--- config.mk ---
export PLATFORM = sky130hd
export DESIGN_NAME = trace_ring_capture
export DESIGN_NICKNAME = d
export VERILOG_FILES = /design/src/rtl/trc_pkg.sv /design/src/rtl/trc_ctrl_fsm.sv /design/src/rtl/trc_ring_store.sv /design/src/rtl/trc_host_regs.sv /design/src/rtl/trace_ring_capture.sv
export SDC_FILE = /design/constraint.sdc
export NUM_CORES = 2
export LEC_CHECK = 0
export BUFFER_PORTS_ARGS = -buffer_cell sky130_fd_sc_hd__buf_2
export CAP_MARGIN = 20
export CORE_ASPECT_RATIO = 1.25
export CORE_MARGIN = 1.5
export CORE_UTILIZATION = 60
export DETAILED_ROUTE_END_ITERATION = 8
export PLACE_DENSITY = 0.72
export SLEW_MARGIN = 20
export SYNTH_ARGS = -nofsm -noshare
export SYNTH_HDL_FRONTEND = slang
export SYNTH_HIERARCHICAL = 1
export SYNTH_SLANG_ARGS = --single-unit
--- constraint.sdc ---
create_clock -name clk -period 4.8 [get_ports clk]
set_input_delay 0.96 -clock clk [delete_from_list [all_inputs] [get_ports clk]]
set_output_delay 0.96 -clock clk [all_outputs]
set_load 0.01 [all_outputs]
--- src/rtl/trc_pkg.sv ---
package trc_pkg;
    typedef enum logic [1:0] {
        ST_IDLE  = 2'd0,
        ST_ARMED = 2'd1,
        ST_POST  = 2'd2,
        ST_DONE  = 2'd3
    } trc_state_e;

    localparam logic [3:0] A_IDENT = 4'd0;
    localparam logic [3:0] A_DEPTH = 4'd1;
    localparam logic [3:0] A_WIDTH = 4'd2;
    localparam logic [3:0] A_STAT  = 4'd3;
    localparam logic [3:0] A_DATA  = 4'd4;
    localparam logic [3:0] A_RPTR  = 4'd5;
    localparam logic [3:0] A_WPTR  = 4'd6;
    localparam logic [3:0] A_TCNT  = 4'd7;
    localparam logic [3:0] A_CTRL  = 4'd8;

    localparam int WORD_W = 32;
endpackage

--- src/rtl/trc_ctrl_fsm.sv ---
module trc_ctrl_fsm
    import trc_pkg::*;
#(
    parameter int CNT_W = 32
) (
    input  logic             clk,
    input  logic             rst_n,
    input  logic             ctrl_wr,
    input  logic [1:0]       ctrl_wdata,
    input  logic             tcnt_wr,
    input  logic [CNT_W-1:0] tcnt_wdata,
    input  logic             frame_valid,
    input  logic             trig_in,
    output trc_state_e       state,
    output logic             accept,
    output logic             triggered,
    output logic [1:0]       ctrl_q,
    output logic [CNT_W-1:0] tcnt
);
    trc_state_e st_q, st_d;
    logic       count_en;

    // state register
    always_ff @(posedge clk or negedge rst_n) begin
        if (!rst_n) st_q <= ST_IDLE;
        else        st_q <= st_d;
    end

    // next state
    always_comb begin
        st_d = st_q;
        if (ctrl_wr) begin
            st_d = ctrl_wdata[0] ? ST_ARMED : ST_IDLE;
        end else begin
            unique case (st_q)
                ST_IDLE: begin
                end
                ST_ARMED: begin
                    if (trig_in) st_d = (tcnt == '0) ? ST_DONE : ST_POST;
                end
                ST_POST: begin
                    if (frame_valid && tcnt <= CNT_W'(1)) st_d = ST_DONE;
                end
                ST_DONE: begin
                end
            endcase
        end
    end

    // outputs
    always_comb begin
        accept   = frame_valid && (st_q == ST_ARMED || st_q == ST_POST);
        count_en = frame_valid && (st_q == ST_POST) && (tcnt != '0);
        state    = st_q;
    end

    always_ff @(posedge clk or negedge rst_n) begin
        if (!rst_n) begin
            tcnt      <= '0;
            triggered <= 1'b0;
            ctrl_q    <= 2'b00;
        end else begin
            if (tcnt_wr)       tcnt <= tcnt_wdata;
            else if (count_en) tcnt <= tcnt - CNT_W'(1);

            if (ctrl_wr) begin
                ctrl_q <= ctrl_wdata;
                if (ctrl_wdata[0]) triggered <= 1'b0;
            end else if (st_q == ST_ARMED && trig_in) begin
                triggered <= 1'b1;
            end
        end
    end
endmodule

--- src/rtl/trc_ring_store.sv ---
module trc_ring_store
    import trc_pkg::*;
#(
    parameter int DEPTH = 64,
    localparam int AW   = $clog2(DEPTH)
) (
    input  logic              clk,
    input  logic              rst_n,
    input  logic              accept,
    input  logic [WORD_W-1:0] frame_data,
    input  logic              wptr_wr,
    input  logic [AW-1:0]     wptr_wdata,
    input  logic [AW-1:0]     rd_addr,
    output logic [WORD_W-1:0] rd_word,
    output logic [AW-1:0]     wptr,
    output logic              full,
    output logic              fmt_empty
);
    logic [WORD_W-1:0] mem [DEPTH];
    logic              pend_vld;
    logic [WORD_W-1:0] pend_data;
    logic              at_end;

    assign at_end    = (wptr == AW'(DEPTH - 1));
    assign fmt_empty = !pend_vld;
    assign rd_word   = mem[rd_addr];

    always_ff @(posedge clk or negedge rst_n) begin
        if (!rst_n) begin
            pend_vld  <= 1'b0;
            pend_data <= '0;
            wptr      <= '0;
            full      <= 1'b0;
        end else begin
            pend_vld  <= accept;
            pend_data <= frame_data;
            if (wptr_wr) begin
                wptr <= wptr_wdata;
                full <= 1'b0;
            end else if (pend_vld) begin
                wptr <= at_end ? '0 : wptr + AW'(1);
                if (at_end) full <= 1'b1;
            end
        end
    end

    always_ff @(posedge clk) begin
        if (pend_vld) mem[wptr] <= pend_data;
    end
endmodule

--- src/rtl/trc_host_regs.sv ---
module trc_host_regs
    import trc_pkg::*;
#(
    parameter int          DEPTH   = 64,
    parameter logic [31:0] ID_CODE = 32'h7A3C_0001,
    localparam int         AW      = $clog2(DEPTH)
) (
    input  logic              clk,
    input  logic              rst_n,
    input  logic              host_en,
    input  logic              host_wr,
    input  logic [3:0]        host_addr,
    input  logic [AW-1:0]     ptr_wdata,
    input  logic [3:0]        status,
    input  logic [WORD_W-1:0] rd_word,
    input  logic [AW-1:0]     wptr,
    input  logic [WORD_W-1:0] tcnt,
    input  logic [1:0]        ctrl_q,
    output logic              wr_ctrl,
    output logic              wr_wptr,
    output logic              wr_tcnt,
    output logic              rd_data,
    output logic [AW-1:0]     rptr,
    output logic [WORD_W-1:0] host_rdata
);
    logic wr_rptr;

    always_comb begin
        wr_ctrl = host_en && host_wr && host_addr == A_CTRL;
        wr_wptr = host_en && host_wr && host_addr == A_WPTR;
        wr_tcnt = host_en && host_wr && host_addr == A_TCNT;
        wr_rptr = host_en && host_wr && host_addr == A_RPTR;
        rd_data = host_en && !host_wr && host_addr == A_DATA;
    end

    always_ff @(posedge clk or negedge rst_n) begin
        if (!rst_n)       rptr <= '0;
        else if (wr_rptr) rptr <= ptr_wdata;
        else if (rd_data) rptr <= (rptr == AW'(DEPTH - 1)) ? '0 : rptr + AW'(1);
    end

    always_comb begin
        case (host_addr)
            A_IDENT: host_rdata = ID_CODE;
            A_DEPTH: host_rdata = WORD_W'(DEPTH);
            A_WIDTH: host_rdata = WORD_W'(WORD_W);
            A_STAT:  host_rdata = {28'd0, status};
            A_DATA:  host_rdata = rd_word;
            A_RPTR:  host_rdata = {{(WORD_W-AW){1'b0}}, rptr};
            A_WPTR:  host_rdata = {{(WORD_W-AW){1'b0}}, wptr};
            A_TCNT:  host_rdata = tcnt;
            A_CTRL:  host_rdata = {30'd0, ctrl_q};
            default: host_rdata = '0;
        endcase
    end
endmodule

--- src/rtl/trace_ring_capture.sv ---
module trace_ring_capture
    import trc_pkg::*;
#(
    parameter int          DEPTH   = 64,
    parameter logic [31:0] ID_CODE = 32'h7A3C_0001
) (
    input  logic        clk,
    input  logic        rst_n,
    input  logic        frame_valid,
    input  logic [31:0] frame_data,
    input  logic        trig_in,
    input  logic        host_en,
    input  logic        host_wr,
    input  logic [3:0]  host_addr,
    input  logic [31:0] host_wdata,
    output logic [31:0] host_rdata
);
    localparam int AW = $clog2(DEPTH);

    trc_state_e        state;
    logic              accept, triggered, full, fmt_empty;
    logic [1:0]        ctrl_q;
    logic [WORD_W-1:0] tcnt, rd_word;
    logic [AW-1:0]     wptr, rptr;
    logic              wr_ctrl, wr_wptr, wr_tcnt, rd_data;
    logic [3:0]        status;

    assign status = {fmt_empty, (state == ST_DONE), triggered, full};

    trc_ctrl_fsm #(.CNT_W(WORD_W)) u_fsm (
        .clk(clk), .rst_n(rst_n),
        .ctrl_wr(wr_ctrl), .ctrl_wdata(host_wdata[1:0]),
        .tcnt_wr(wr_tcnt), .tcnt_wdata(host_wdata),
        .frame_valid(frame_valid), .trig_in(trig_in),
        .state(state), .accept(accept), .triggered(triggered),
        .ctrl_q(ctrl_q), .tcnt(tcnt)
    );

    trc_ring_store #(.DEPTH(DEPTH)) u_store (
        .clk(clk), .rst_n(rst_n),
        .accept(accept), .frame_data(frame_data),
        .wptr_wr(wr_wptr), .wptr_wdata(host_wdata[AW-1:0]),
        .rd_addr(rptr), .rd_word(rd_word),
        .wptr(wptr), .full(full), .fmt_empty(fmt_empty)
    );

    trc_host_regs #(.DEPTH(DEPTH), .ID_CODE(ID_CODE)) u_regs (
        .clk(clk), .rst_n(rst_n),
        .host_en(host_en), .host_wr(host_wr), .host_addr(host_addr),
        .ptr_wdata(host_wdata[AW-1:0]),
        .status(status), .rd_word(rd_word), .wptr(wptr),
        .tcnt(tcnt), .ctrl_q(ctrl_q),
        .wr_ctrl(wr_ctrl), .wr_wptr(wr_wptr), .wr_tcnt(wr_tcnt),
        .rd_data(rd_data), .rptr(rptr), .host_rdata(host_rdata)
    );
endmodule

## Yosys cells after proc, flatten, opt, wreduce, memory -nomap -nowiden

Memories as Yosys holds them, arrays and structs flattened.
Index checks and enable logic that the tools add are counted.

| word-level totals | value |
|---|---|
| memory bits (writable) | 2,048 |
| register bits | 83 |
| memories | 1 |
| bits in latches | 0 |
| bits in read-only memories | 0 |

Memories:

| name | depth | width | rd ports | clocked after memory_dff | wr ports | line | text |
|---|---|---|---|---|---|---|---|
| u_store.mem | 64 | 32 | 1 | 0 | 1 | trc_ring_store.sv:19 | `logic [WORD_W-1:0] mem [DEPTH];` |

| operators by class | value |
|---|---|
| bitwise operators | 0 |
| magnitude comparators | 1 |
| divide/modulo/power cells | 0 |
| equal/unequal tests | 16 |
| muxes and demuxes | 23 |
| shift operators | 0 |
| reduce and logical (&&, ||, !) cells | 27 |
| add/sub/neg operators | 3 |
| $mul | 0 |

Operators with widths:

| operator | number |
|---|---|
| 32-bit case mux with 9 select lines | 1 |
| 32-bit 2-to-1 mux | 2 |
| 6-bit 2-to-1 mux | 6 |
| 32-bit by 1-bit less-or-equal comparator with 1-bit output (second input constant) | 1 |
| 32-bit logical NOT | 1 |
| 32-bit nonzero test | 1 |
| 32-bit by 1-bit subtractor with 32-bit output (second input constant) | 1 |
| 4-bit by 3-bit == test with 1-bit output (second input constant) | 4 |
| 6-bit by 1-bit adder with 6-bit output (second input constant) | 2 |
| 6-bit == test (second input constant) | 2 |
| 1-bit logical AND | 12 |
| 1-bit 2-to-1 mux | 10 |
| 2-bit nonzero test | 5 |
| 4-bit by 2-bit == test with 1-bit output (second input constant) | 2 |
| 2-bit 2-to-1 mux | 3 |
| 2-bit == test (second input constant) | 2 |
| 4-bit by 1-bit == test with 1-bit output (second input constant) | 1 |
| 4-bit == test (second input constant) | 1 |
| 4-bit logical NOT | 1 |
| 2-bit case mux with 2 select lines | 1 |
| 2-bit AND reduction | 2 |
| 3-bit by 1-bit inequality test with 1-bit output (second input constant) | 1 |
| 3-bit by 2-bit inequality test with 1-bit output (second input constant) | 1 |
| 3-bit AND reduction | 1 |
| 5 further kinds | 6 |

## Logic depth before layout (Yosys ltp)

| logic depth | value |
|---|---|
| depth after elaboration | 5 |
| mapped depth | 14 |
| mapped depth without buffers | 9 |

## Hierarchy

The synthesis kept the hierarchy.

By module, submodules not included:

| module | cells an instance | times used | area an instance (um2) |
|---|---|---|---|
| trc_ring_store | 3,513 | 1 | 79,168.4 |
| trc_ctrl_fsm | 269 | 1 | 2,344.7 |
| trc_host_regs | 147 | 1 | 1,099.8 |
| trace_ring_capture | 1 | 1 | 6.3 |

## Worst setup path after synthesis

Ideal clock, no wire load.

| timing | value |
|---|---|
| path type | register to register |
| from | register u_store.wptr[4] |
| to | memory u_store.mem[48][0], enable pin |
| path buffers | 1 |
| setup slack | 1.150 ns |
| setup time | 0.461 ns |
| stages on the path, launching flop included | 5 |
| arrival time | 3.189 ns |
| required time | 4.339 ns |
| path through | dfrtp_1 clkbuf_1 nor2b_1 nand4b_1 nor3_1 |

RTL lines:

| element | line | text |
|---|---|---|
| from (decl) | trc_ring_store.sv:15 | `output logic [AW-1:0] wptr,` |
| from (signal assigned) | trc_ring_store.sv:38 | `wptr <= wptr_wdata;` |
| from (signal assigned) | trc_ring_store.sv:41 | `wptr <= at_end ? '0 : wptr + AW'(1);` |
| to (decl) | trc_ring_store.sv:19 |  |

Straight into the memory's write port.

## Worst setup path after layout

| timing | value |
|---|---|
| from | register u_regs.rptr[1] |
| to | output host_rdata[3] |

| between the ends | value |
|---|---|
| longest elaborated chain between the ends | 2 |

RTL lines:

| element | line | text |
|---|---|---|
| from (decl) | trc_host_regs.sv:23 | `output logic [AW-1:0] rptr,` |
| from (signal assigned) | trc_host_regs.sv:38 | `else if (wr_rptr) rptr <= ptr_wdata;` |
| from (signal assigned) | trc_host_regs.sv:39 | `else if (rd_data) rptr <= (rptr == AW'(DEPTH - 1)) ? '0 : rptr + AW'(1);` |
| memory read 64 x 32 bit | - |  |
| net rd_word[3] | trace_ring_capture.sv:23 | `logic [WORD_W-1:0] tcnt, rd_word;` |
| 32-bit case mux with 9 select lines | trc_host_regs.sv:43 | `case (host_addr)` |
| to (decl) | trace_ring_capture.sv:16 | `output logic [31:0] host_rdata` |

The timed path passes the listed nets, and every way through them passes these cells.

==> impl_results.md <==
- Io pins: 106
- Clock Latency Late Sink: 840 ps
- Wire per inst: ~36 µm
- Lkg Pwr: 30.1 nW
- Startpoint types: register
- Tot GR Track Use: around a third
- Die extent in x: around 330 µm
- Pre-antenna DRT Iters: 6
- Mean Syn Cell Area: 21.0 µm²
- Filler cells: 8083
- CTS tree: done
- Routability cong.: approximately 0.9
- WS Path Type: register to primary output
- Initial cell density of the core: 60.3%
- Detailed-route via count: 44100
- Most used cell along the critical path: buf_12
- Layout cells sized above 1: between 30% and 40%
- Initial DRC count: 6592
- Total wire length: 229000 µm
- CP Capture Type: primary output
- Netlist cell types: slightly above 70
- TritonCTS Buffers: 191
- Violated checks: negative setup slack
- Vias in the first global route: 43500
- Clock skew: between 20 and 30 ps
- Worst Hold Launch: frame_data[15]
- PnR worst setup slack: -97.9 ps
- Async SR Flop Fraction: 3.89%
- Path category of the worst min-delay check: input pin to register
- Synth warn: 6
- Number of setup violations in the final report: 9
- Largest net degree at the start of global routing: 65
- R2R Path End: u_store/mem[59][9]$_DFFE_PP_
- DP Wirelength: 130000 µm
- CP required: 3840 ps
- Dpl ws: -257 ps
- Hold Path Cell Cnt: 1
- Post-synthesis register bit count: 2131
- Critical path fanouts, max: 14
- MaxCap Viol Count: 0
- Post-synthesis cell count: 3930
- Status: complete, but fails checks
- Cell row count: 152
- Clock transition at path regs: 70 ps
- Core area: about 140000 µm²
- Peak Freq: 0.204 GHz
- EDFF count, synth: 2048
- Seq/Total Area, Yosys: 77.0%
- Period utilization: 102%
- Residual DRC: 0
- Final-report hold violation count: 0
- I/O Buffers: 105
- Worst Reg-to-Reg Cells: 3
- Longest Clk Path Bufs: 3
- Layout Nets: 4443
- Final min period: 4900 ps
- DIE AREA: 140000 µm²
- CP peak stage delay: 520 ps
- Antenna violation net count after detailed routing: 0
- Worst Max-Slew Pin Slew: 1160 ps
- Post-synth net total: between 4000 and 5000
- Routed vias/inst: between 7 and 8
- FF-to-FF Start: u_store/wptr[3]$_DFFE_PN0P_
- Die height: 418 µm
- Main synth FF type: edfxtp_1
- Global route total overflow: 0
- Peak VDD IR: 511 µV
- Setup slack, reg-to-reg: between 1000 and 1500 ps
- Total negative slack: -393 ps
- RSZ-0062 raised after global routing: true
- Clk root buf: clkbuf_16
- Rel. slew slack: 22.4%
- Mapped Area: between 80000 and 90000 µm²
- CTS Hold Bufs: 0
- Area Growth Syn to Fin: 15.5%
- Worst EP arrival: 3940 ps
- Pwr Density: slightly above 500 nW/µm²
- Initial antenna violation count: 14
- Final Max Tran Viols: 0
- CTS sink count: 2131
- Critical path, cell by cell: buf_12 > buf_12 > buf_12 > mux4_2 > a22oi_2 > nand4_1 > and3_4 > mux4_2 > a21oi_2 > nor2_2 > buf_2
- H-tree levels: 4
- Hold EP: u_store/pend_data[15]$_DFF_PN0_
- Critical path's slowest cell: dfrtp_4
- First-pass GRT wire length: 321000 µm
==> critical path, delay by kind of cell, from the launching register on <==
family / cells / cell delay (ps)
compound gates: 2 / 380
buf+inv: 4 / 620
simple gates: 3 / 780
flops: 1 / 520
mux: 2 / 750
==> placed cells by master (no fill, tap or decap), types with 18 or more instances in the layout <==
cell type	n
clkinv_1	39
dfrtp_2	26
dfrtp_1	45
mux4_2	491
inv_1	18
o22ai_1	58
a21oi_1	34
mux2i_1	78
nor2_1	46
a22oi_1	45
nor2_4	64
nand3_1	96
buf_2	103
nand4_1	58
clkbuf_16	199
o21ai_0	23
buf_12	36
buf_6	19
clkinv_2	36
buf_4	277
o221ai_1	36
clkbuf_1	34
nor3_1	19
edfxtp_1	2048
nand2_1	136
nor2b_1	23
==> registers in the layout, indices dropped and copies added (netlist names) <==
name,flops
u_store/wptr,6
u_store/pend_vld,1
u_fsm/triggered,1
u_store/pend_data,32
u_fsm/state,2
u_regs/rptr,6
u_fsm/ctrl_q,2
u_store/mem,2048
u_fsm/tcnt,32
u_store/full,1
==> metrics by stage <==
step | area [µm²] | instances | hold WS, ps | power (mW) | util, %
2_1_floorplan | 82600 | 3930 | 466 | 27.7 | -
3_3_place_gp | 87100 | 5857 | 478 | 31.8 | 63.6
3_5_place_dp | 87200 | 5858 | 491 | 31.9 | 63.7
4_1_cts | 94900 | 6261 | 182 | 47.9 | 69.3
5_1_grt | 95400 | 6288 | 202 | 49.5 | 69.7
6_report | 95400 | 6292 | 223 | 48.3 | 69.7
==> power breakdown <==
part / leakage (nW) / internal [mW] / switching [mW]
Sequential: 19.4 / 21.0 / 0.521
Clock: 3.00 / 8.39 / 6.70
Combinational: 7.77 / 5.05 / 6.71
Total: 30.1 / 34.4 / 13.9
==> cell usage after synthesis (11+ instances only) <==
library cell  count  area [µm²]
edfxtp_1       2048       61500
mux4_2          491       11100
nand2_1         136         510
nor2_1          113         424
nand3_1         104         521
buf_2            87         435
clkbuf_1         84         315
dfrtp_1          83        2080
mux2i_1          80         801
o22ai_1          64         400
a22oi_1          60         450
nand4_1          58         363
a21oi_1          45         225
o21ai_0          42         210
o221ai_1         42         368
buf_4            34         255
nor3_1           29         145
nor2b_1          26         163
a211oi_1         20         150
and3_1           19         119
inv_1            18        67.6
a22o_1           17         149
nand2b_1         17         106
buf_6            14         158
a31oi_1          12        75.1
mux2_2           12         135
buf_1            11        41.3
or3_1            11        68.8
==> cells by family (layout without fill, tap and decap cells) <==
| family | Yosys count | after routing | share of synthesized area (%) |
|---|---|---|---|
| buffers and inverters | 249 | 836 | 1.54 |
| AOI/OAI and AO/OA | 372 | 372 | 3.20 |
| and+or+nand+nor | 575 | 575 | 3.54 |
| xor gates and xnor gates | 14 | 14 | 0.148 |
| adders and majority gates | 6 | 6 | 0.0909 |
| muxes | 583 | 583 | 14.5 |
| other | 0 | 4 | 0 |
| DFF | 2131 | 2131 | 77.0 |
==> layer usage <==
layer  wire length, µm  track usage (%)  vias to the layer above
li1                  -                -                    17400
met1             78500             43.4                    23100
met5               218                0                        -
met4             14300             18.4                       14
met3             25700             7.36                      527
met2            111000             52.3                     2951
==> repair_timing <==
item                       in CTS  in global routing
gates cloned                   12                  4
gates resized for setup       164                 50
setup endpoints to repair      32                 27
pin swaps                      43                 28
buffers inserted               45                 24
==> how the worst max path moves through the flow <==
stage | start | endpoint | cells past startpoint
floorplan | u_store/wptr[4]$_DFFE_PN0P_ | u_store/mem[48][0]$_DFFE_PP_ | 4
global placement | u_regs/rptr[0]$_DFFE_PN0P_ | host_rdata[29] | 11
detailed placement | u_regs/rptr[0]$_DFFE_PN0P_ | host_rdata[29] | 11
CTS | u_regs/rptr[1]$_DFFE_PN0P_ | host_rdata[3] | 11
global route | u_regs/rptr[1]$_DFFE_PN0P_ | host_rdata[2] | 12
finish | u_regs/rptr[1]$_DFFE_PN0P_ | host_rdata[3] | 11
==> layout make-up <==
cell class              instances  area [µm²]  share of cell area, %
repair buffers                470        4470                   4.68
clock inverters               109         998                   1.05
diodes                          4        10.0                 0.0105
inverters                      19        71.3                 0.0747
flip-flops and latches       2131       63700                   66.7
multi-input cells            1550       18900                   19.8
well taps                    1771        2220                   2.32
clock buffers                 238        5130                   5.38
Power figures use the tool's default switching activity.
